--- src/rtl/refslot_pkg.sv ---
package refslot_pkg;

    // Sequencer states of the refresh slot generator.
    typedef enum logic [1:0] {
        ST_RUN    = 2'd0,  // guest on the bus, counting exclusion time
        ST_ARMED  = 2'd1,  // interval reached, waiting for a phase start
        ST_SLOT   = 2'd2,  // DMA released, host runs its wait cycle
        ST_RETURN = 2'd3   // release over, hand back at next phase start
    } slot_state_e;

endpackage

--- src/rtl/refslot_phase_edge.sv ---
module refslot_phase_edge (
    input  logic clk,
    input  logic rst_n,
    input  logic phase_in,
    output logic phase_rise
);

    logic seen_d, seen_q;

    always_comb begin
        seen_d = phase_in;
    end

    // Reset to one so a phase already high at reset release is not an edge.
    always_ff @(posedge clk or negedge rst_n) begin
        if (!rst_n) seen_q <= 1'b1;
        else        seen_q <= seen_d;
    end

    assign phase_rise = phase_in & ~seen_q;

endmodule

--- src/rtl/refslot_hold_timer.sv ---
module refslot_hold_timer #(
    parameter int INTERVAL_TICKS = 64,
    parameter int MAX_HOLD_TICKS = 80
) (
    input  logic clk,
    input  logic rst_n,
    input  logic clear,
    output logic interval_hit,
    output logic limit_hit
);

    localparam int CNT_W = $clog2(MAX_HOLD_TICKS + 1);
    localparam logic [CNT_W-1:0] INT_LAST = CNT_W'(INTERVAL_TICKS - 1);
    localparam logic [CNT_W-1:0] LIM_LAST = CNT_W'(MAX_HOLD_TICKS - 1);

    logic [CNT_W-1:0] cnt_d, cnt_q;

    always_comb begin
        if (clear)                cnt_d = '0;
        else if (cnt_q == LIM_LAST) cnt_d = cnt_q;
        else                      cnt_d = cnt_q + 1'b1;
    end

    always_ff @(posedge clk or negedge rst_n) begin
        if (!rst_n) cnt_q <= '0;
        else        cnt_q <= cnt_d;
    end

    assign interval_hit = !clear && (cnt_q >= INT_LAST);
    assign limit_hit    = !clear && (cnt_q == LIM_LAST);

endmodule

--- src/rtl/refresh_slot_gen.sv ---
module refresh_slot_gen #(
    parameter int INTERVAL_TICKS = 64,
    parameter int SLOT_TICKS     = 4,
    parameter int MAX_HOLD_TICKS = 80
) (
    input  logic clk,
    input  logic rst_n,
    input  logic guest_owns,
    input  logic phi1,
    output logic refresh_active,
    output logic buf_disable,
    output logic dma_release,
    output logic dtack_inhibit
);

    import refslot_pkg::*;

    localparam int SLOT_W = $clog2(SLOT_TICKS + 1);
    localparam logic [SLOT_W-1:0] SLOT_LAST = SLOT_W'(SLOT_TICKS - 1);

    typedef struct packed {
        slot_state_e       state;
        logic [SLOT_W-1:0] slot_cnt;
    } seq_t;

    seq_t seq_d, seq_q;
    logic phase_rise;
    logic interval_hit;
    logic limit_hit;
    logic hold_clear;

    refslot_phase_edge i_phase (
        .clk       (clk),
        .rst_n     (rst_n),
        .phase_in  (phi1),
        .phase_rise(phase_rise)
    );

    // Exclusion time restarts whenever the host regains the bus.
    assign hold_clear = !guest_owns || (seq_q.state == ST_SLOT);

    refslot_hold_timer #(
        .INTERVAL_TICKS(INTERVAL_TICKS),
        .MAX_HOLD_TICKS(MAX_HOLD_TICKS)
    ) i_hold (
        .clk         (clk),
        .rst_n       (rst_n),
        .clear       (hold_clear),
        .interval_hit(interval_hit),
        .limit_hit   (limit_hit)
    );

    always_comb begin
        seq_d = seq_q;
        unique case (seq_q.state)
            ST_RUN: begin
                if (limit_hit) begin
                    seq_d.state    = ST_SLOT;
                    seq_d.slot_cnt = '0;
                end else if (interval_hit) begin
                    seq_d.state = ST_ARMED;
                end
            end
            ST_ARMED: begin
                if (phase_rise || limit_hit) begin
                    seq_d.state    = ST_SLOT;
                    seq_d.slot_cnt = '0;
                end
            end
            ST_SLOT: begin
                if (seq_q.slot_cnt == SLOT_LAST) seq_d.state = ST_RETURN;
                else seq_d.slot_cnt = seq_q.slot_cnt + 1'b1;
            end
            ST_RETURN: begin
                if (phase_rise) begin
                    seq_d.state = ST_RUN;
                end else if (limit_hit) begin
                    seq_d.state    = ST_SLOT;
                    seq_d.slot_cnt = '0;
                end
            end
            default: seq_d.state = ST_RUN;
        endcase
        if (!guest_owns) begin
            seq_d.state    = ST_RUN;
            seq_d.slot_cnt = '0;
        end
    end

    always_ff @(posedge clk or negedge rst_n) begin
        if (!rst_n) begin
            seq_q.state    <= ST_RUN;
            seq_q.slot_cnt <= '0;
        end else begin
            seq_q <= seq_d;
        end
    end

    logic window;
    assign window         = (seq_q.state == ST_SLOT) || (seq_q.state == ST_RETURN);
    assign refresh_active = window;
    assign buf_disable    = window;
    assign dtack_inhibit  = window;
    assign dma_release    = (seq_q.state == ST_SLOT);

endmodule

--- config.mk ---
export PLATFORM = sky130hd
export DESIGN_NAME = refresh_slot_gen
export DESIGN_NICKNAME = d
export VERILOG_FILES = /design/src/rtl/refslot_pkg.sv /design/src/rtl/refslot_phase_edge.sv /design/src/rtl/refslot_hold_timer.sv /design/src/rtl/refresh_slot_gen.sv
export SDC_FILE = /design/constraint.sdc
export NUM_CORES = 1
export LEC_CHECK = 0
export ABC_AREA = 1
export ABC_CLOCK_PERIOD_IN_PS = 2000
export BUFFER_PORTS_ARGS = -buffer_cell sky130_fd_sc_hd__buf_2
export CORE_MARGIN = 5
export CORE_UTILIZATION = 35
export DETAILED_ROUTE_END_ITERATION = 7
export PLACE_DENSITY = 0.51
export SETUP_SLACK_MARGIN = 0.05
export SLEW_MARGIN = 20
export SYNTH_ARGS = -nofsm -noshare
export SYNTH_HDL_FRONTEND = slang
export SYNTH_HIERARCHICAL = 1
export SYNTH_SLANG_ARGS = --single-unit
--- constraint.sdc ---
create_clock -name clk -period 2 [get_ports clk]
set_clock_uncertainty 0.05 [all_clocks]
set_input_delay 0 -clock clk [delete_from_list [all_inputs] [get_ports clk]]
set_output_delay 0 -clock clk [all_outputs]
set_load 0.005 [all_outputs]
Yosys cells after proc, flatten, opt, wreduce, memory -nomap -nowiden --
Index checks and enable logic that the tools add are counted.
Cells by class: $add $sub $neg 2, $lt $le $gt $ge 1, eq/ne operators 14, muxes and demuxes 13, bitwise logic cells 2, reduce and logical (&&, ||, !) cells 10
Operator list (count):
- 5-bit case mux with 4 select lines | 1
- 5-bit two-way mux | 3
- 3-bit inequality test, second input constant | 5
- 7-bit two-way mux | 2
- 3-bit two-way mux | 3
- 2-bit two-way mux | 4
- 7-bit by 1-bit adder with 7-bit output, second input constant | 1
- 7-bit equality test, second input constant | 1
- 7-bit by 6-bit greater-or-equal comparator with 1-bit output, second input constant | 1
- 5-bit AND reduction | 1
- 2-bit equality test, second input constant | 2
- 4-bit by 3-bit inequality test with 1-bit output, second input constant | 1
- 4-bit inequality test, second input constant | 1
- 4-bit AND reduction | 1
- 3-bit by 1-bit adder with 3-bit output, second input constant | 1
- 3-bit by 2-bit equality test with 1-bit output, second input constant | 1
- 1-bit logical OR | 3
- 3-bit by 2-bit inequality test with 1-bit output, second input constant | 1
- 2-bit by 1-bit equality test with 1-bit output, second input constant | 1
- 1-bit logical AND | 2
- 1-bit logical NOT | 2
- 2-bit logical NOT | 1
- 2-bit by 1-bit inequality test with 1-bit output, second input constant | 1
- 1-bit AND | 1
- 1-bit inverter | 1
Word-level totals: flip-flop bits (word level) 13, input bits 4

Logic depth before layout (Yosys ltp) --
depth in word-level cells 8, gate-level depth with buffers 12, depth with buffers taken out 12

Cells and area by module --
The synthesis kept the hierarchy.
Modules (own cells, without submodules):
- refslot_hold_timer | instances 1, cells each 57, area each 425.4 um2
- refresh_slot_gen | instances 1, cells each 60, area each 395.4 um2
- refslot_phase_edge | instances 1, cells each 3, area each 36.3 um2

Worst setup path after synthesis --
No wires, ideal clock.
path kind flip-flop to flip-flop, from register i_hold.cnt_q[0], to register seq_q[0] (netlist bit), setup time 0.117 ns, arrival time 1.305 ns, required time 1.833 ns, slack 0.528 ns, cell stages (with the launch flop) 10, path buffers 0, cells stage by stage dfrtp_1 ha_1 nand3_4 nor2_4 nand2_2 inv_1 nor2_2 nand3_2 nand3_1 nand2_1
On the way: word-level cells in the longest chain between the ends 5
RTL lines:
- start, declared | RTL line refslot_hold_timer.sv:16 | logic [CNT_W-1:0] cnt_d, cnt_q;
- start signal, assigned | RTL line refslot_hold_timer.sv:26 | else cnt_q <= cnt_d;
- 7-bit equality test * | RTL line refslot_hold_timer.sv:30 | assign limit_hit = !clear && (cnt_q == LIM_LAST);
- 1-bit logical AND * | RTL line refslot_hold_timer.sv:30
- named net limit_hit | RTL line refresh_slot_gen.sv:29 | logic limit_hit;
- 1-bit logical OR | RTL line refresh_slot_gen.sv:65 | if (phase_rise || limit_hit) begin
- 3-bit inequality test (no source line)
- 5-bit AND reduction (no source line) *
- end signal, assigned | RTL line refresh_slot_gen.sv:95 | seq_q <= seq_d;
- end, declared | RTL line refresh_slot_gen.sv:26 | seq_t seq_d, seq_q;
Mark *: on every way through the listed nets, which the timed path passes. The rest lies on a longest branch. A chain may end at the register's enable or synchronous reset.

Worst setup path after layout --
from register seq_q[3] (netlist bit), to register seq_q[2] (netlist bit)
On the way: word-level cells in the longest chain between the ends 7
RTL lines:
- 2-bit equality test * | RTL line refresh_slot_gen.sv:40 | assign hold_clear = !guest_owns || (seq_q.state == ST_SLOT);
- 1-bit logical OR * | RTL line refresh_slot_gen.sv:40
- named net hold_clear | RTL line refresh_slot_gen.sv:30 | logic hold_clear;
- 1-bit logical NOT * | RTL line refslot_hold_timer.sv:30
- 1-bit logical AND * | RTL line refslot_hold_timer.sv:30
- named net limit_hit | RTL line refresh_slot_gen.sv:29
- 1-bit logical OR | RTL line refresh_slot_gen.sv:65
- 3-bit inequality test (no source line)
- 5-bit AND reduction (no source line) *
Marks and branches as above.

==> metrics.csv <==
metric,value,unit
status,completed,
htree depth,1,
CP startpoint kind,flop,
worst min path class,primary input to async pin,
"top cells by count, synth","33 x nand2_1, 19 x nand3_1, 14 x inv_1",
number of cells on the critical path,11,
RSZ-0062 raised after global routing,false,
cell depth of the worst flop-to-flop path,11,
Synth area leaders,"dfrtp_1 35%, nand2_1 14%, nand3_1 11%, inv_1 6.1%, nor2_1 5.7%",
clk buf depth,2,
dpl cells,153,
sequential-to-total area share from yosys stat,0.381,
max cap viols,0,
Initial Utilization,0.356,
Final Core Density,0.398,
Clk pwr share,0.213,
Overall Global Routing Usage,0.112,
Tot Pwr,0.798,mW
y dimension of the die,59.5,µm
Setup crit end kind,flop,
Clock Tree Root,clkbuf_4,
port bufs,7,
Fin. Hold Viols,0,
post-CTS setup buffers,0,
1st-pass router iterations,4,
Synth Warn #,6,
WS Path Type,flop to flop,
slowest CP cell,dfrtp_1,
simple-gate portion of the synthesized area,0.416,
later-pin clock latency in the skew report,280,ps
layout cells sized above 1,0.192,
Synth Area in XOR/XNOR,0,
Num CTS Buffers,3,
main combinational cell family by area after synthesis,simple AND/OR/NAND/NOR gates,
Slew @ Worst Pin,327,ps
crit-path max FO,11,
CP required,2170,ps
Pleak,0.519,nW
compound-cell area share of the yosys netlist,0.0453,
n_diodes,0,
Sw Ratio,0.385,
Post-synth ARST share,1.00,
Layout Area Growth over Synthesis,12.0,%
CP bufs+invs,3,
"worst slack, placed",353,ps
1st-iter DRT viols,22,
"CP delay by family, top",simple AND/OR/NAND/NOR gates,
Worst-path clk slew,90,ps
worst reg2reg endpoint,seq_q[2],
Synth Register Bits,13,
top-count cell post-synth,nand2_1,
via count,744,
"Hold-fix buffers, CTS",3,
antenna violations before repair,0,
GR Overflow Total,0,
pwr dens,831,nW/µm²
clock sink total,13,
DRC Markers,0,
Setup crit start,seq_q[3],
wire per inst,10.3,µm
Max Slew Vio Count,0,
vias in the first global route,662,
Switching Power,0.307,mW
Post-Synth Adder-Cell Area,0.0438,
fin crit share,0.833,
R2R setup slack,330,ps
Gate power share,0.345,
Synth top area share,0.350,
CP Data Arrival Time,1840,ps
Slowest Stage Delay on Critical Path,470,ps
Routed WL,1.65,mm
Critical R2R Launch,seq_q[3],
mux cell area share after synthesis,0,
syn_nets,127,
Min Hold Slack,86.5,ps
Post-synth top flop,dfrtp_1,
worst IR drop on VDD,0.373,mV
cell taking the most area after synthesis,dfrtp_1,
slew margin rel.,0.782,
Crit path top cell by count,nand2_1,
final net count,138,
Final WS setup,333,ps
Antenna Nets Post-Route,0,
CP cell instances,"inv_2, nand2_1, nand2_1, inv_1, nand2_2, inv_1, nor2_2, nand3_2, nand2_2, nand2_1, nand2_1",
DIE AREA,3540,µm²
HPWL Detailed,1.29,mm
worst setup path end,seq_q[2],
Filler Cell Count,239,
Finished Layout Cells,160,
Setup-failing EPs final,0,
Cells after Synth,120,
I/O pin total,8,
internal power,0.491,mW
routed vias/inst,4.65,
cell area after layout,960,µm²
DP Area,903,µm²
Post-synth EDFFs,0,
core area,2410,µm²
TritonCTS clock tree,yes,
min cycle time layout,1670,ps
Post-Syn Area,857,µm²
Cell variety after synth,24,
Post-Route Setup TNS,0,ps
register share of total power,0.441,
maximum number of pins on one net before global-route repair,14,
Die Span X,59.5,µm
row count,18,
RePlAce Congestion,0.786,
post-cts repair resize count,0,
"Avg Cell Area, Syn",7.14,µm²
Max Clk Rate,0.600,GHz
global-route wire length before repair,2.95,mm
==> routing by layer <==
| layer | share of wire | vias up | global-route usage |
|---|---|---|---|
| met2 | 0.45 | 11 | 0.154 |
| met4 | 0.0060 | 0 | 0.0583 |
| met1 | 0.50 | 338 | 0.164 |
| li1 | - | 393 | - |
| met3 | 0.047 | 2 | 0.0196 |
| met5 | 0 | - | 0 |
==> worst register-to-register path, delay by kind of cell, from the launching register on <==
family | cells | cell delay (ps)
AND/OR/NAND/NOR | 8 | 780
buffers and inverters | 3 | 320
flip-flops | 1 | 470
==> registers in the layout (all words and copies together), names as in the netlist <==
name,flops
i_hold/cnt_q,7
i_phase/seen_q,1
seq_q,5
==> area by class of cell <==
class | instances | area (µm²) | share of cell area
Inverter | 17 | 63.8 | 0.0665
Sequential cell | 13 | 327 | 0.340
Clock buffer | 4 | 26.3 | 0.0274
Multi-Input combinational cell | 85 | 433 | 0.451
Timing Repair Buffer | 11 | 72.6 | 0.0756
Tap cell | 30 | 37.5 | 0.0391
==> logic make-up after synthesis <==
group | count (synthesis)
simple gates | 76
fa+ha+maj | 3
flops | 13
compound gates | 6
buf+inv | 22
==> how the worst min path moves through the flow <==
stage | from | end | slack [ps] | cells past startpoint
2_1_floorplan | rst_n | i_hold/cnt_q[0] | -350 | 0
3_3_place_gp | rst_n | i_hold/cnt_q[4] | -140 | 1
3_5_place_dp | rst_n | i_hold/cnt_q[4] | -140 | 1
4_1_cts | rst_n | seq_q[4] | 90 | 2
5_1_grt | rst_n | seq_q[3] | 100 | 2
6_report | rst_n | seq_q[4] | 90 | 2
==> power groups by stage <==
stage               clock (mW)  combinational, mW  sequential, mW
floorplan                    0              0.232           0.345
global placement             0              0.273           0.356
detailed placement           0              0.274           0.356
CTS                      0.181              0.279           0.351
global route             0.192              0.325           0.359
finish                   0.170              0.275           0.352
==> placed cells by master (no fill, tap or decap) <==
cell / n
nand2_1: 33
nand3_1: 19
inv_1: 14
nor2_1: 13
dfrtp_1: 12
buf_2: 7
inv_2: 3
nor2_2: 3
ha_1: 3
clkbuf_4: 3
dlygate4sd3_1: 3
o21ai_1: 2
nand2_2: 2
o211ai_1: 1
a21oi_1: 1
nor3_1: 1
nand3_2: 1
clkbuf_1: 1
nand3_4: 1
nor2_4: 1
o21bai_2: 1
or2_2: 1
nor3b_1: 1
o21ai_0: 1
dfstp_2: 1
buf_4: 1
Note: power is estimated with default switching activity, not from simulation.
